`src/rtl/i2cm_csr_pkg.sv`:
```
package i2cm_csr_pkg;
  localparam int unsigned DW = 32;
  localparam int unsigned AW = 5;

  localparam logic [AW-1:0] OFS_DIV   = 5'h00;
  localparam logic [AW-1:0] OFS_CTRL  = 5'h01;
  localparam logic [AW-1:0] OFS_CMD   = 5'h02;
  localparam logic [AW-1:0] OFS_STATE = 5'h03;
  localparam logic [AW-1:0] OFS_TXW   = 5'h04;
  localparam logic [AW-1:0] OFS_RXR   = 5'h05;
  localparam logic [AW-1:0] OFS_FCTL  = 5'h06;
  localparam logic [AW-1:0] OFS_TADDR = 5'h0A;
  localparam logic [AW-1:0] OFS_WCNT  = 5'h0C;
  localparam logic [AW-1:0] OFS_IEN   = 5'h0D;
  localparam logic [AW-1:0] OFS_IST   = 5'h0E;

  // status bit positions (a software handler decodes these)
  localparam int unsigned B_NACK  = 25;
  localparam int unsigned B_AACK  = 13;
  localparam int unsigned B_DONE  = 12;
  localparam int unsigned B_ARB   = 11;
  localparam int unsigned B_FULL  = 4;
  localparam int unsigned B_EMPTY = 3;
  localparam int unsigned B_HIGH  = 2;
  localparam int unsigned B_BERR  = 0;

  localparam int unsigned B_CTRL_RST  = 8;
  localparam int unsigned B_FCTL_FLSH = 16;

  localparam logic [DW-1:0] ST_MASK =
    (32'd1 << B_NACK) | (32'd1 << B_AACK) | (32'd1 << B_DONE) | (32'd1 << B_ARB) |
    (32'd1 << B_FULL) | (32'd1 << B_EMPTY) | (32'd1 << B_HIGH) | (32'd1 << B_BERR);

  // write-one-to-clear with set taking priority
  function automatic logic [DW-1:0] w1c_next(input logic [DW-1:0] cur,
                                             input logic [DW-1:0] set,
                                             input logic [DW-1:0] clr);
    return ((cur & ~clr) | set) & ST_MASK;
  endfunction

  // high-water compare; a zero threshold disables it
  function automatic logic above_hi(input logic [15:0] cnt, input logic [15:0] hi);
    return (hi != 16'd0) && (cnt >= hi);
  endfunction
endpackage

```
`src/rtl/i2cm_byte_fifo.sv`:
```
module i2cm_byte_fifo #(
  parameter int unsigned DEPTH = 128,
  parameter int unsigned W     = 8
) (
  input  logic                         clk,
  input  logic                         rst_n,
  input  logic                         flush,
  input  logic                         push,
  input  logic [W-1:0]                 wdata,
  input  logic                         pop,
  output logic [W-1:0]                 rdata,
  output logic [$clog2(DEPTH+1)-1:0]   count,
  output logic                         full,
  output logic                         empty,
  output logic                         push_ok,
  output logic                         pop_ok
);
  localparam int unsigned PTR_W = $clog2(DEPTH);
  localparam int unsigned CNT_W = $clog2(DEPTH+1);
  localparam logic [PTR_W-1:0] LAST = PTR_W'(DEPTH-1);

  logic [W-1:0]     mem [DEPTH];
  logic [PTR_W-1:0] wr_ptr, rd_ptr;
  logic [CNT_W-1:0] cnt_q;

  assign count   = cnt_q;
  assign full    = (cnt_q == CNT_W'(DEPTH));
  assign empty   = (cnt_q == '0);
  assign push_ok = push && !full;
  assign pop_ok  = pop && !empty;
  assign rdata   = empty ? '0 : mem[rd_ptr];

  always_ff @(posedge clk) begin
    if (push_ok && !flush) mem[wr_ptr] <= wdata;
  end

  always_ff @(posedge clk or negedge rst_n) begin
    if (!rst_n) begin
      wr_ptr <= '0;
      rd_ptr <= '0;
      cnt_q  <= '0;
    end else if (flush) begin
      wr_ptr <= '0;
      rd_ptr <= '0;
      cnt_q  <= '0;
    end else begin
      if (push_ok) wr_ptr <= (wr_ptr == LAST) ? '0 : wr_ptr + 1'b1;
      if (pop_ok)  rd_ptr <= (rd_ptr == LAST) ? '0 : rd_ptr + 1'b1;
      if (push_ok && !pop_ok)      cnt_q <= cnt_q + 1'b1;
      else if (pop_ok && !push_ok) cnt_q <= cnt_q - 1'b1;
    end
  end

  // a push into a full FIFO leaves the count alone
  assert_no_overflow_R2: assert property (@(posedge clk) disable iff (!rst_n)
    (push && full && !pop && !flush) |=> (count == CNT_W'(DEPTH)));
  // a pop from an empty FIFO leaves it empty
  assert_no_underflow_R3: assert property (@(posedge clk) disable iff (!rst_n)
    (pop && empty && !push && !flush) |=> empty);
  // flush empties the FIFO
  assert_flush_empties_R5: assert property (@(posedge clk) disable iff (!rst_n)
    flush |=> (count == '0));
endmodule

```
`src/rtl/i2cm_irq_stat.sv`:
```
module i2cm_irq_stat
  import i2cm_csr_pkg::*;
(
  input  logic          clk,
  input  logic          rst_n,
  input  logic          clr_all,
  input  logic [DW-1:0] set_vec,
  input  logic          st_wr,
  input  logic [DW-1:0] st_wdata,
  input  logic          en_wr,
  input  logic [DW-1:0] en_wdata,
  output logic [DW-1:0] stat_o,
  output logic [DW-1:0] en_o,
  output logic          irq_o
);
  logic [DW-1:0] stat_q, en_q, clr_vec;

  assign clr_vec = st_wr ? st_wdata : '0;
  assign stat_o  = stat_q;
  assign en_o    = en_q;
  assign irq_o   = |(stat_q & en_q);

  always_ff @(posedge clk or negedge rst_n) begin
    if (!rst_n) begin
      stat_q <= '0;
      en_q   <= '0;
    end else begin
      stat_q <= clr_all ? '0 : w1c_next(stat_q, set_vec, clr_vec);
      if (en_wr) en_q <= en_wdata & ST_MASK;
    end
  end

  // every incoming event is recorded even against a clear
  assert_set_wins_R7: assert property (@(posedge clk) disable iff (!rst_n)
    !clr_all |=> ((stat_o & ($past(set_vec) & ST_MASK)) == ($past(set_vec) & ST_MASK)));
  // bits not written with one and not reset stay as they were
  assert_w1c_keeps_R7: assert property (@(posedge clk) disable iff (!rst_n)
    !clr_all |=> ((stat_o & $past(stat_o) & ~$past(clr_vec)) == ($past(stat_o) & ~$past(clr_vec))));
  // reset via control clears the status word
  assert_ctrl_rst_clears_R12: assert property (@(posedge clk) disable iff (!rst_n)
    clr_all |=> (stat_o == '0));
endmodule

```
`src/rtl/i2cm_csr_front.sv`:
```
module i2cm_csr_front
  import i2cm_csr_pkg::*;
#(
  parameter int unsigned FIFO_DEPTH = 128
) (
  input  logic          clk,
  input  logic          rst_n,
  input  logic [4:0]    reg_addr,
  input  logic          reg_wr,
  input  logic          reg_rd,
  input  logic [31:0]   reg_wdata,
  output logic [31:0]   reg_rdata,
  output logic [31:0]   div_o,
  output logic [31:0]   ctrl_o,
  output logic [31:0]   cmd_o,
  output logic [31:0]   taddr_o,
  input  logic [31:0]   eng_state_i,
  input  logic          eng_tx_pop_i,
  output logic [7:0]    eng_tx_data_o,
  output logic          eng_tx_empty_o,
  input  logic          eng_rx_push_i,
  input  logic [7:0]    eng_rx_data_i,
  input  logic          eng_wr_active_i,
  input  logic          ev_nack_i,
  input  logic          ev_addr_ack_i,
  input  logic          ev_done_i,
  input  logic          ev_arb_lost_i,
  input  logic          ev_bus_err_i,
  output logic          irq_o
);
  localparam int unsigned CNT_W = $clog2(FIFO_DEPTH+1);

  logic [31:0] div_q, ctrl_q, cmd_q, taddr_q;
  logic [7:0]  hi_q, lo_q;
  logic [31:0] rdata_q, rd_mux;

  // named internal events
  logic wr_txw, wr_fctl, wr_ctrl, wr_ist, wr_ien, rd_rxr;
  logic ctrl_rst_wr, fifo_flush;
  logic tx_push_ok, tx_pop_ok, tx_full, tx_empty;
  logic rx_push_ok, rx_pop_ok, rx_full, rx_empty;
  logic tx_went_empty, rx_went_full, thr_hit;
  logic [CNT_W-1:0] tx_cnt, rx_cnt;
  logic [7:0] rx_head;
  logic [31:0] set_vec, stat, ien;

  assign wr_txw  = reg_wr && (reg_addr == OFS_TXW);
  assign wr_fctl = reg_wr && (reg_addr == OFS_FCTL);
  assign wr_ctrl = reg_wr && (reg_addr == OFS_CTRL);
  assign wr_ist  = reg_wr && (reg_addr == OFS_IST);
  assign wr_ien  = reg_wr && (reg_addr == OFS_IEN);
  assign rd_rxr  = reg_rd && (reg_addr == OFS_RXR);

  assign ctrl_rst_wr = wr_ctrl && reg_wdata[B_CTRL_RST];
  assign fifo_flush  = ctrl_rst_wr || (wr_fctl && reg_wdata[B_FCTL_FLSH]);

  i2cm_byte_fifo #(.DEPTH(FIFO_DEPTH), .W(8)) u_txq (
    .clk(clk), .rst_n(rst_n), .flush(fifo_flush),
    .push(wr_txw), .wdata(reg_wdata[7:0]),
    .pop(eng_tx_pop_i), .rdata(eng_tx_data_o),
    .count(tx_cnt), .full(tx_full), .empty(tx_empty),
    .push_ok(tx_push_ok), .pop_ok(tx_pop_ok));

  i2cm_byte_fifo #(.DEPTH(FIFO_DEPTH), .W(8)) u_rxq (
    .clk(clk), .rst_n(rst_n), .flush(fifo_flush),
    .push(eng_rx_push_i), .wdata(eng_rx_data_i),
    .pop(rd_rxr), .rdata(rx_head),
    .count(rx_cnt), .full(rx_full), .empty(rx_empty),
    .push_ok(rx_push_ok), .pop_ok(rx_pop_ok));

  assign eng_tx_empty_o = tx_empty;

  assign tx_went_empty = eng_wr_active_i && tx_pop_ok && !tx_push_ok &&
                         (tx_cnt == CNT_W'(1));
  assign rx_went_full  = rx_push_ok && !rx_pop_ok && (rx_cnt == CNT_W'(FIFO_DEPTH-1));
  assign thr_hit       = above_hi(16'(rx_cnt), 16'(hi_q));

  always_comb begin
    set_vec = '0;
    set_vec[B_NACK]  = ev_nack_i;
    set_vec[B_AACK]  = ev_addr_ack_i;
    set_vec[B_DONE]  = ev_done_i;
    set_vec[B_ARB]   = ev_arb_lost_i;
    set_vec[B_BERR]  = ev_bus_err_i;
    set_vec[B_FULL]  = rx_went_full;
    set_vec[B_EMPTY] = tx_went_empty;
    set_vec[B_HIGH]  = thr_hit;
  end

  i2cm_irq_stat u_stat (
    .clk(clk), .rst_n(rst_n), .clr_all(ctrl_rst_wr), .set_vec(set_vec),
    .st_wr(wr_ist), .st_wdata(reg_wdata),
    .en_wr(wr_ien), .en_wdata(reg_wdata),
    .stat_o(stat), .en_o(ien), .irq_o(irq_o));

  always_ff @(posedge clk or negedge rst_n) begin
    if (!rst_n) begin
      div_q <= '0; ctrl_q <= '0; cmd_q <= '0; taddr_q <= '0;
      hi_q  <= '0; lo_q   <= '0;
    end else if (reg_wr) begin
      case (reg_addr)
        OFS_DIV:   div_q   <= reg_wdata;
        OFS_CTRL:  ctrl_q  <= reg_wdata;
        OFS_CMD:   cmd_q   <= reg_wdata;
        OFS_TADDR: taddr_q <= reg_wdata;
        OFS_FCTL: begin
          hi_q <= reg_wdata[15:8];
          lo_q <= reg_wdata[7:0];
        end
        default: ;
      endcase
    end
  end

  always_comb begin
    case (reg_addr)
      OFS_DIV:   rd_mux = div_q;
      OFS_CTRL:  rd_mux = ctrl_q;
      OFS_CMD:   rd_mux = cmd_q;
      OFS_STATE: rd_mux = eng_state_i;
      OFS_RXR:   rd_mux = {24'd0, rx_head};
      OFS_FCTL:  rd_mux = {16'd0, hi_q, lo_q};
      OFS_TADDR: rd_mux = taddr_q;
      OFS_WCNT:  rd_mux = {16'd0, 8'(tx_cnt), 8'(rx_cnt)};
      OFS_IEN:   rd_mux = ien;
      OFS_IST:   rd_mux = stat;
      default:   rd_mux = '0;
    endcase
  end

  always_ff @(posedge clk or negedge rst_n) begin
    if (!rst_n)      rdata_q <= '0;
    else if (reg_rd) rdata_q <= rd_mux;
  end

  assign reg_rdata = rdata_q;
  assign div_o     = div_q;
  assign ctrl_o    = ctrl_q;
  assign cmd_o     = cmd_q;
  assign taddr_o   = taddr_q;

  // threshold condition is recorded one edge later
  assert_high_water_R8: assert property (@(posedge clk) disable iff (!rst_n)
    (thr_hit && !ctrl_rst_wr) |=> stat[B_HIGH]);
  // a done pulse lands in the status word
  assert_done_event_R6: assert property (@(posedge clk) disable iff (!rst_n)
    (ev_done_i && !ctrl_rst_wr) |=> stat[B_DONE]);
  // no empty event without an active write transfer
  assert_empty_needs_wr_R9: assert property (@(posedge clk) disable iff (!rst_n)
    (!eng_wr_active_i && !stat[B_EMPTY]) |=> !stat[B_EMPTY]);
  // receive FIFO reaching full is recorded
  assert_full_event_R10: assert property (@(posedge clk) disable iff (!rst_n)
    (rx_went_full && !ctrl_rst_wr) |=> stat[B_FULL]);
endmodule

```
`config.mk`:
```
export PLATFORM = sky130hd
export DESIGN_NAME = i2cm_csr_front
export DESIGN_NICKNAME = d
export VERILOG_FILES = /design/src/rtl/i2cm_csr_pkg.sv /design/src/rtl/i2cm_byte_fifo.sv /design/src/rtl/i2cm_irq_stat.sv /design/src/rtl/i2cm_csr_front.sv
export SDC_FILE = /design/constraint.sdc
export NUM_CORES = 2
export LEC_CHECK = 0
export ABC_AREA = 1
export BUFFER_PORTS_ARGS = -buffer_cell sky130_fd_sc_hd__buf_2
export CAP_MARGIN = 20
export CORE_ASPECT_RATIO = 1.2
export CORE_MARGIN = 4
export CORE_UTILIZATION = 44
export DETAILED_ROUTE_END_ITERATION = 8
export PLACE_DENSITY = 0.62
export SLEW_MARGIN = 20
export SYNTH_ARGS = -nofsm -noshare
export SYNTH_HDL_FRONTEND = slang
export SYNTH_SLANG_ARGS = --single-unit
```
`constraint.sdc`:
```
create_clock -name clk -period 3.6 [get_ports clk]
set_input_delay 0.54 -clock clk [delete_from_list [all_inputs] [get_ports clk]]
set_output_delay 0.54 -clock clk [all_outputs]
set_load 0.1 [all_outputs]
```
==> flow_results.xml <==
<?xml version="1.0" encoding="UTF-8"?>
<metrics>
  <group name="sta">
    <metric name="worst_slack" unit="ns">-0.376</metric>
    <metric name="fin_skew" unit="ns">0.0737</metric>
    <metric name="min_period_over_period" unit="%">110</metric>
    <metric name="fmaxAchievable" unit="MHz">252</metric>
    <metric name="rsz_0062_raised_after_global_routing" unit="">true</metric>
    <metric name="slew_headroom" unit="%">22.4</metric>
    <metric name="finalMaxSlewViolations" unit="">0</metric>
    <metric name="report.final.setup_viol" unit="">8</metric>
    <metric name="final.min_clock_period" unit="ns">3.98</metric>
    <metric name="final.setup.tns" unit="ns">-2.67</metric>
    <metric name="finalHoldViolations" unit="">0</metric>
    <metric name="holdWs" unit="ns">0.0714</metric>
    <metric name="timing_worst_slew_pin_value" unit="ns">1.16</metric>
  </group>
  <group name="critical_path">
    <metric name="nature_of_the_critical_path_endpoint" unit="">output port</metric>
    <metric name="critPathKind" unit="">reg -&gt; out</metric>
    <metric name="cp.required" unit="ns">3.06</metric>
    <metric name="critical_path.startpoint" unit="">u_txq.rd_ptr[0]</metric>
    <metric name="worst_ep_arrival_time" unit="ns">3.44</metric>
    <metric name="timing.rr.start" unit="">u_rxq.rd_ptr[0]</metric>
    <metric name="r2r-end" unit="">reg_rdata[7]</metric>
    <metric name="critPathMaxFanout" unit="">31</metric>
    <metric name="worstSetupStartpointType" unit="">flop</metric>
    <metric name="timing.reg2reg.worst_path_depth" unit="">14</metric>
    <metric name="setup.reg_to_reg.worst_slack" unit="ns">0.26</metric>
  </group>
  <group name="hold_path">
    <metric name="holdPathStages" unit="">5</metric>
    <metric name="worst_hold_path_type" unit="">in -&gt; reg</metric>
    <metric name="hold-path-endpoint" unit="">reg_rdata[10]</metric>
    <metric name="worstHoldStart" unit="">eng_state_i[10]</metric>
  </group>
  <group name="logic_synthesis">
    <metric name="ys.flop_type" unit="">sky130_fd_sc_hd__edfxtp_1</metric>
    <metric name="ffs_w_async_s_r_synth" unit="%">10.3</metric>
    <metric name="synth_cell_types" unit="">54</metric>
    <metric name="average_size_of_a_mapped_cell" unit="um2">11.3</metric>
    <metric name="synth_fp_nets" unit="">8513</metric>
    <metric name="synth-edff-count" unit="">2048</metric>
    <metric name="synth-seq-cells" unit="">2284</metric>
    <metric name="synth-seq-area-share" unit="%">71.1</metric>
    <metric name="area_of_the_mapped_netlist" unit="um2">94800</metric>
    <metric name="synth_cells" unit="">8401</metric>
    <metric name="yosys_warnings" unit="">0</metric>
  </group>
  <group name="pwr">
    <metric name="total_leakage_power" unit="nW">41.3</metric>
    <metric name="cellPowerDensity" unit="nW/um2">704</metric>
    <metric name="power.ir.vdd_worst" unit="mV">1.15</metric>
  </group>
  <group name="run_status">
    <metric name="failed_checks" unit="">setup timing</metric>
    <metric name="outcome" unit="">complete, but fails checks</metric>
  </group>
  <group name="grt">
    <metric name="first_global_vias" unit="">65171</metric>
    <metric name="grt_total_ovfl" unit="">0</metric>
    <metric name="largest_net_degree_at_the_start_of_global_routing" unit="">123</metric>
    <metric name="grt_first_pass_wirelength" unit="um">415000</metric>
    <metric name="grt_antenna_before_repair" unit="">5</metric>
    <metric name="grt_util_all_layers" unit="%">24.4</metric>
  </group>
  <group name="clock_network">
    <metric name="num_cts_buffers" unit="">221</metric>
    <metric name="worst_skew_pair.late_latency" unit="ns">0.87</metric>
    <metric name="htree_num_levels" unit="">4</metric>
    <metric name="cts.path.max_buffers" unit="">3</metric>
    <metric name="root_buffer" unit="">sky130_fd_sc_hd__clkbuf_16</metric>
    <metric name="clock_tree_from_tritoncts" unit="">built</metric>
    <metric name="clock_sinks" unit="">2284</metric>
    <metric name="clk_transition_reported_paths" unit="ns">0.06</metric>
  </group>
  <group name="routing">
    <metric name="drt_iter0_markers" unit="">7523</metric>
    <metric name="post-route-drc-count" unit="">0</metric>
    <metric name="total_via_count_after_detailed_routing" unit="">67179</metric>
    <metric name="avgRoutedWirePerCell" unit="um">23.3</metric>
    <metric name="detail_route.first_pass.iterations" unit="">6</metric>
    <metric name="finalWirelength" unit="um">279000</metric>
    <metric name="drt.antenna.violating_nets" unit="">0</metric>
    <metric name="vias_per_cell" unit="">5.61</metric>
  </group>
  <group name="placement">
    <metric name="placement.cell_area" unit="um2">102000</metric>
    <metric name="gp_congestion" unit="">0.913</metric>
    <metric name="post-dp-hpwl" unit="um">172000</metric>
    <metric name="port-buffer-count" unit="">258</metric>
  </group>
  <group name="floorplanning">
    <metric name="initial_utilization" unit="%">44.3</metric>
    <metric name="core_area" unit="um2">214000</metric>
    <metric name="fp.dieW" unit="um">432</metric>
    <metric name="floorplan.die_area" unit="um2">223000</metric>
    <metric name="chipHeight" unit="um">517</metric>
    <metric name="floorplan.io_pins" unit="">259</metric>
    <metric name="row_count" unit="">186</metric>
  </group>
  <group name="layout">
    <metric name="final_nets" unit="">9072</metric>
    <metric name="drive_above_1_share" unit="%">14.1</metric>
    <metric name="layout.cell_area.non_filler" unit="um2">111000</metric>
    <metric name="mostFrequentLayoutCell" unit="">sky130_fd_sc_hd__edfxtp_1</metric>
    <metric name="filler_cell_count" unit="">18241</metric>
    <metric name="final_util" unit="%">51.8</metric>
    <metric name="area_growth" unit="%">17.0</metric>
    <metric name="commonest_non_fill_non_tap_cells_in_the_layout" unit="">sky130_fd_sc_hd__edfxtp_1, sky130_fd_sc_hd__nand2_1, sky130_fd_sc_hd__nor2_1</metric>
  </group>
  <group name="run">
    <metric name="cap_violations" unit="">0</metric>
  </group>
</metrics>
==> kinds of logic after synthesis <==
kind of cell | after synthesis | share of synthesized area, %
simple gates | 3848 | 16.7
flops | 2284 | 71.1
compound gates | 1387 | 8.08
buf+inv | 850 | 3.80
fa+ha+maj | 23 | 0.311
xor+xnor | 9 | 0.0831
==> synth_stat cells (22+ instances only) <==
cell type	number	area (um2)
sky130_fd_sc_hd__buf_1	44	165
sky130_fd_sc_hd__a21oi_1	153	766
sky130_fd_sc_hd__o211ai_1	109	818
sky130_fd_sc_hd__nand3_1	654	3270
sky130_fd_sc_hd__buf_4	46	345
sky130_fd_sc_hd__edfxtp_1	2048	61500
sky130_fd_sc_hd__clkbuf_1	254	953
sky130_fd_sc_hd__nor2_1	1357	5090
sky130_fd_sc_hd__a221oi_1	26	228
sky130_fd_sc_hd__nand4_1	30	188
sky130_fd_sc_hd__o21ai_0	885	4430
sky130_fd_sc_hd__buf_2	151	756
sky130_fd_sc_hd__inv_1	329	1230
sky130_fd_sc_hd__dfrtp_1	236	5910
sky130_fd_sc_hd__nand2_1	1724	6470
sky130_fd_sc_hd__ha_1	22	275
sky130_fd_sc_hd__o22ai_1	136	851
==> metal layers <==
| metal | vias to the layer above | routed length (um) | GRT usage [%] |
|---|---|---|---|
| met2 | 3026 | 138000 | 41.4 |
| met1 | 33061 | 109000 | 31.6 |
| met5 | - | 0 | 0 |
| met4 | 0 | 13300 | 10.4 |
| li1 | 30456 | - | - |
| met3 | 636 | 19500 | 3.58 |
==> cell type report <==
class	count	area, um2	area share [%]
multi-input combinational	5267	24300	21.9
antenna	4	10.0	0.00902
timing repair inverter	4	53.8	0.0485
clock buffer	286	5990	5.40
tap	2820	3530	3.18
sequential	2284	67400	60.8
timing repair buffer	833	7120	6.42
clock inverter	128	1190	1.07
inverter	349	1360	1.22
==> worst max-delay path by stage <==
stage | slack [ns] | end | depth (start not counted)
detailed placement | 0.08 | eng_tx_data_o[2] | 10
finish | -0.38 | eng_tx_data_o[1] | 13
global placement | 0.05 | eng_tx_data_o[2] | 10
CTS | -0.44 | eng_tx_data_o[1] | 13
global route | -0.50 | eng_tx_data_o[1] | 15
floorplan | 0.08 | eng_tx_data_o[0] | 7
==> repair_timing <==
action | CTS | global route
resized for setup | 105 | 48
hold buffers | 35 | 0
buffers inserted | 20 | 0
cloned | 17 | 2
hold endpoints to repair | 180 | 0
setup endpoints to repair | 9 | 8
pin swaps | 26 | 27
==> report_power, final <==
group          internal (W)  switching, W
Combinational       0.00706        0.0177
Sequential           0.0296      0.000765
Clock                0.0129        0.0101
==> flip-flops by register name, summed over array words and instances, names as in the netlist, 8 cells and up <==
register	count
u_rxq.count	8
reg_rdata	32
lo_q	8
taddr_o	32
u_stat.stat_o	8
u_txq.count	8
hi_q	8
u_txq.mem	1024
cmd_o	32
ctrl_o	32
div_o	32
u_stat.en_o	8
u_rxq.mem	1024
==> critical path, cell delays in order (launching register included) <==
cell and delay [ns]:
sky130_fd_sc_hd__dfrtp_4 0.50, sky130_fd_sc_hd__buf_12 0.17, sky130_fd_sc_hd__buf_4 0.18, sky130_fd_sc_hd__buf_16 0.17
sky130_fd_sc_hd__o21ai_0 0.25, sky130_fd_sc_hd__o22ai_2 0.16, sky130_fd_sc_hd__nand2_1 0.09, sky130_fd_sc_hd__nand4_1 0.24
sky130_fd_sc_hd__nand3_4 0.21, sky130_fd_sc_hd__nand3_4 0.15, sky130_fd_sc_hd__nand2_2 0.08, sky130_fd_sc_hd__nor2_1 0.06
sky130_fd_sc_hd__buf_4 0.14, sky130_fd_sc_hd__buf_12 0.16
==> stage by stage <==
step                instances  power (W)  worst slack (ns)
floorplan                8401     0.0453            0.0751
detailed placement      11484     0.0539            0.0763
finish                  11975     0.0781            -0.376
CTS                     11969     0.0781            -0.436
global placement        11484     0.0536            0.0477
global route            11974     0.0813            -0.498
Note: power is estimated with default switching activity, not from simulation.
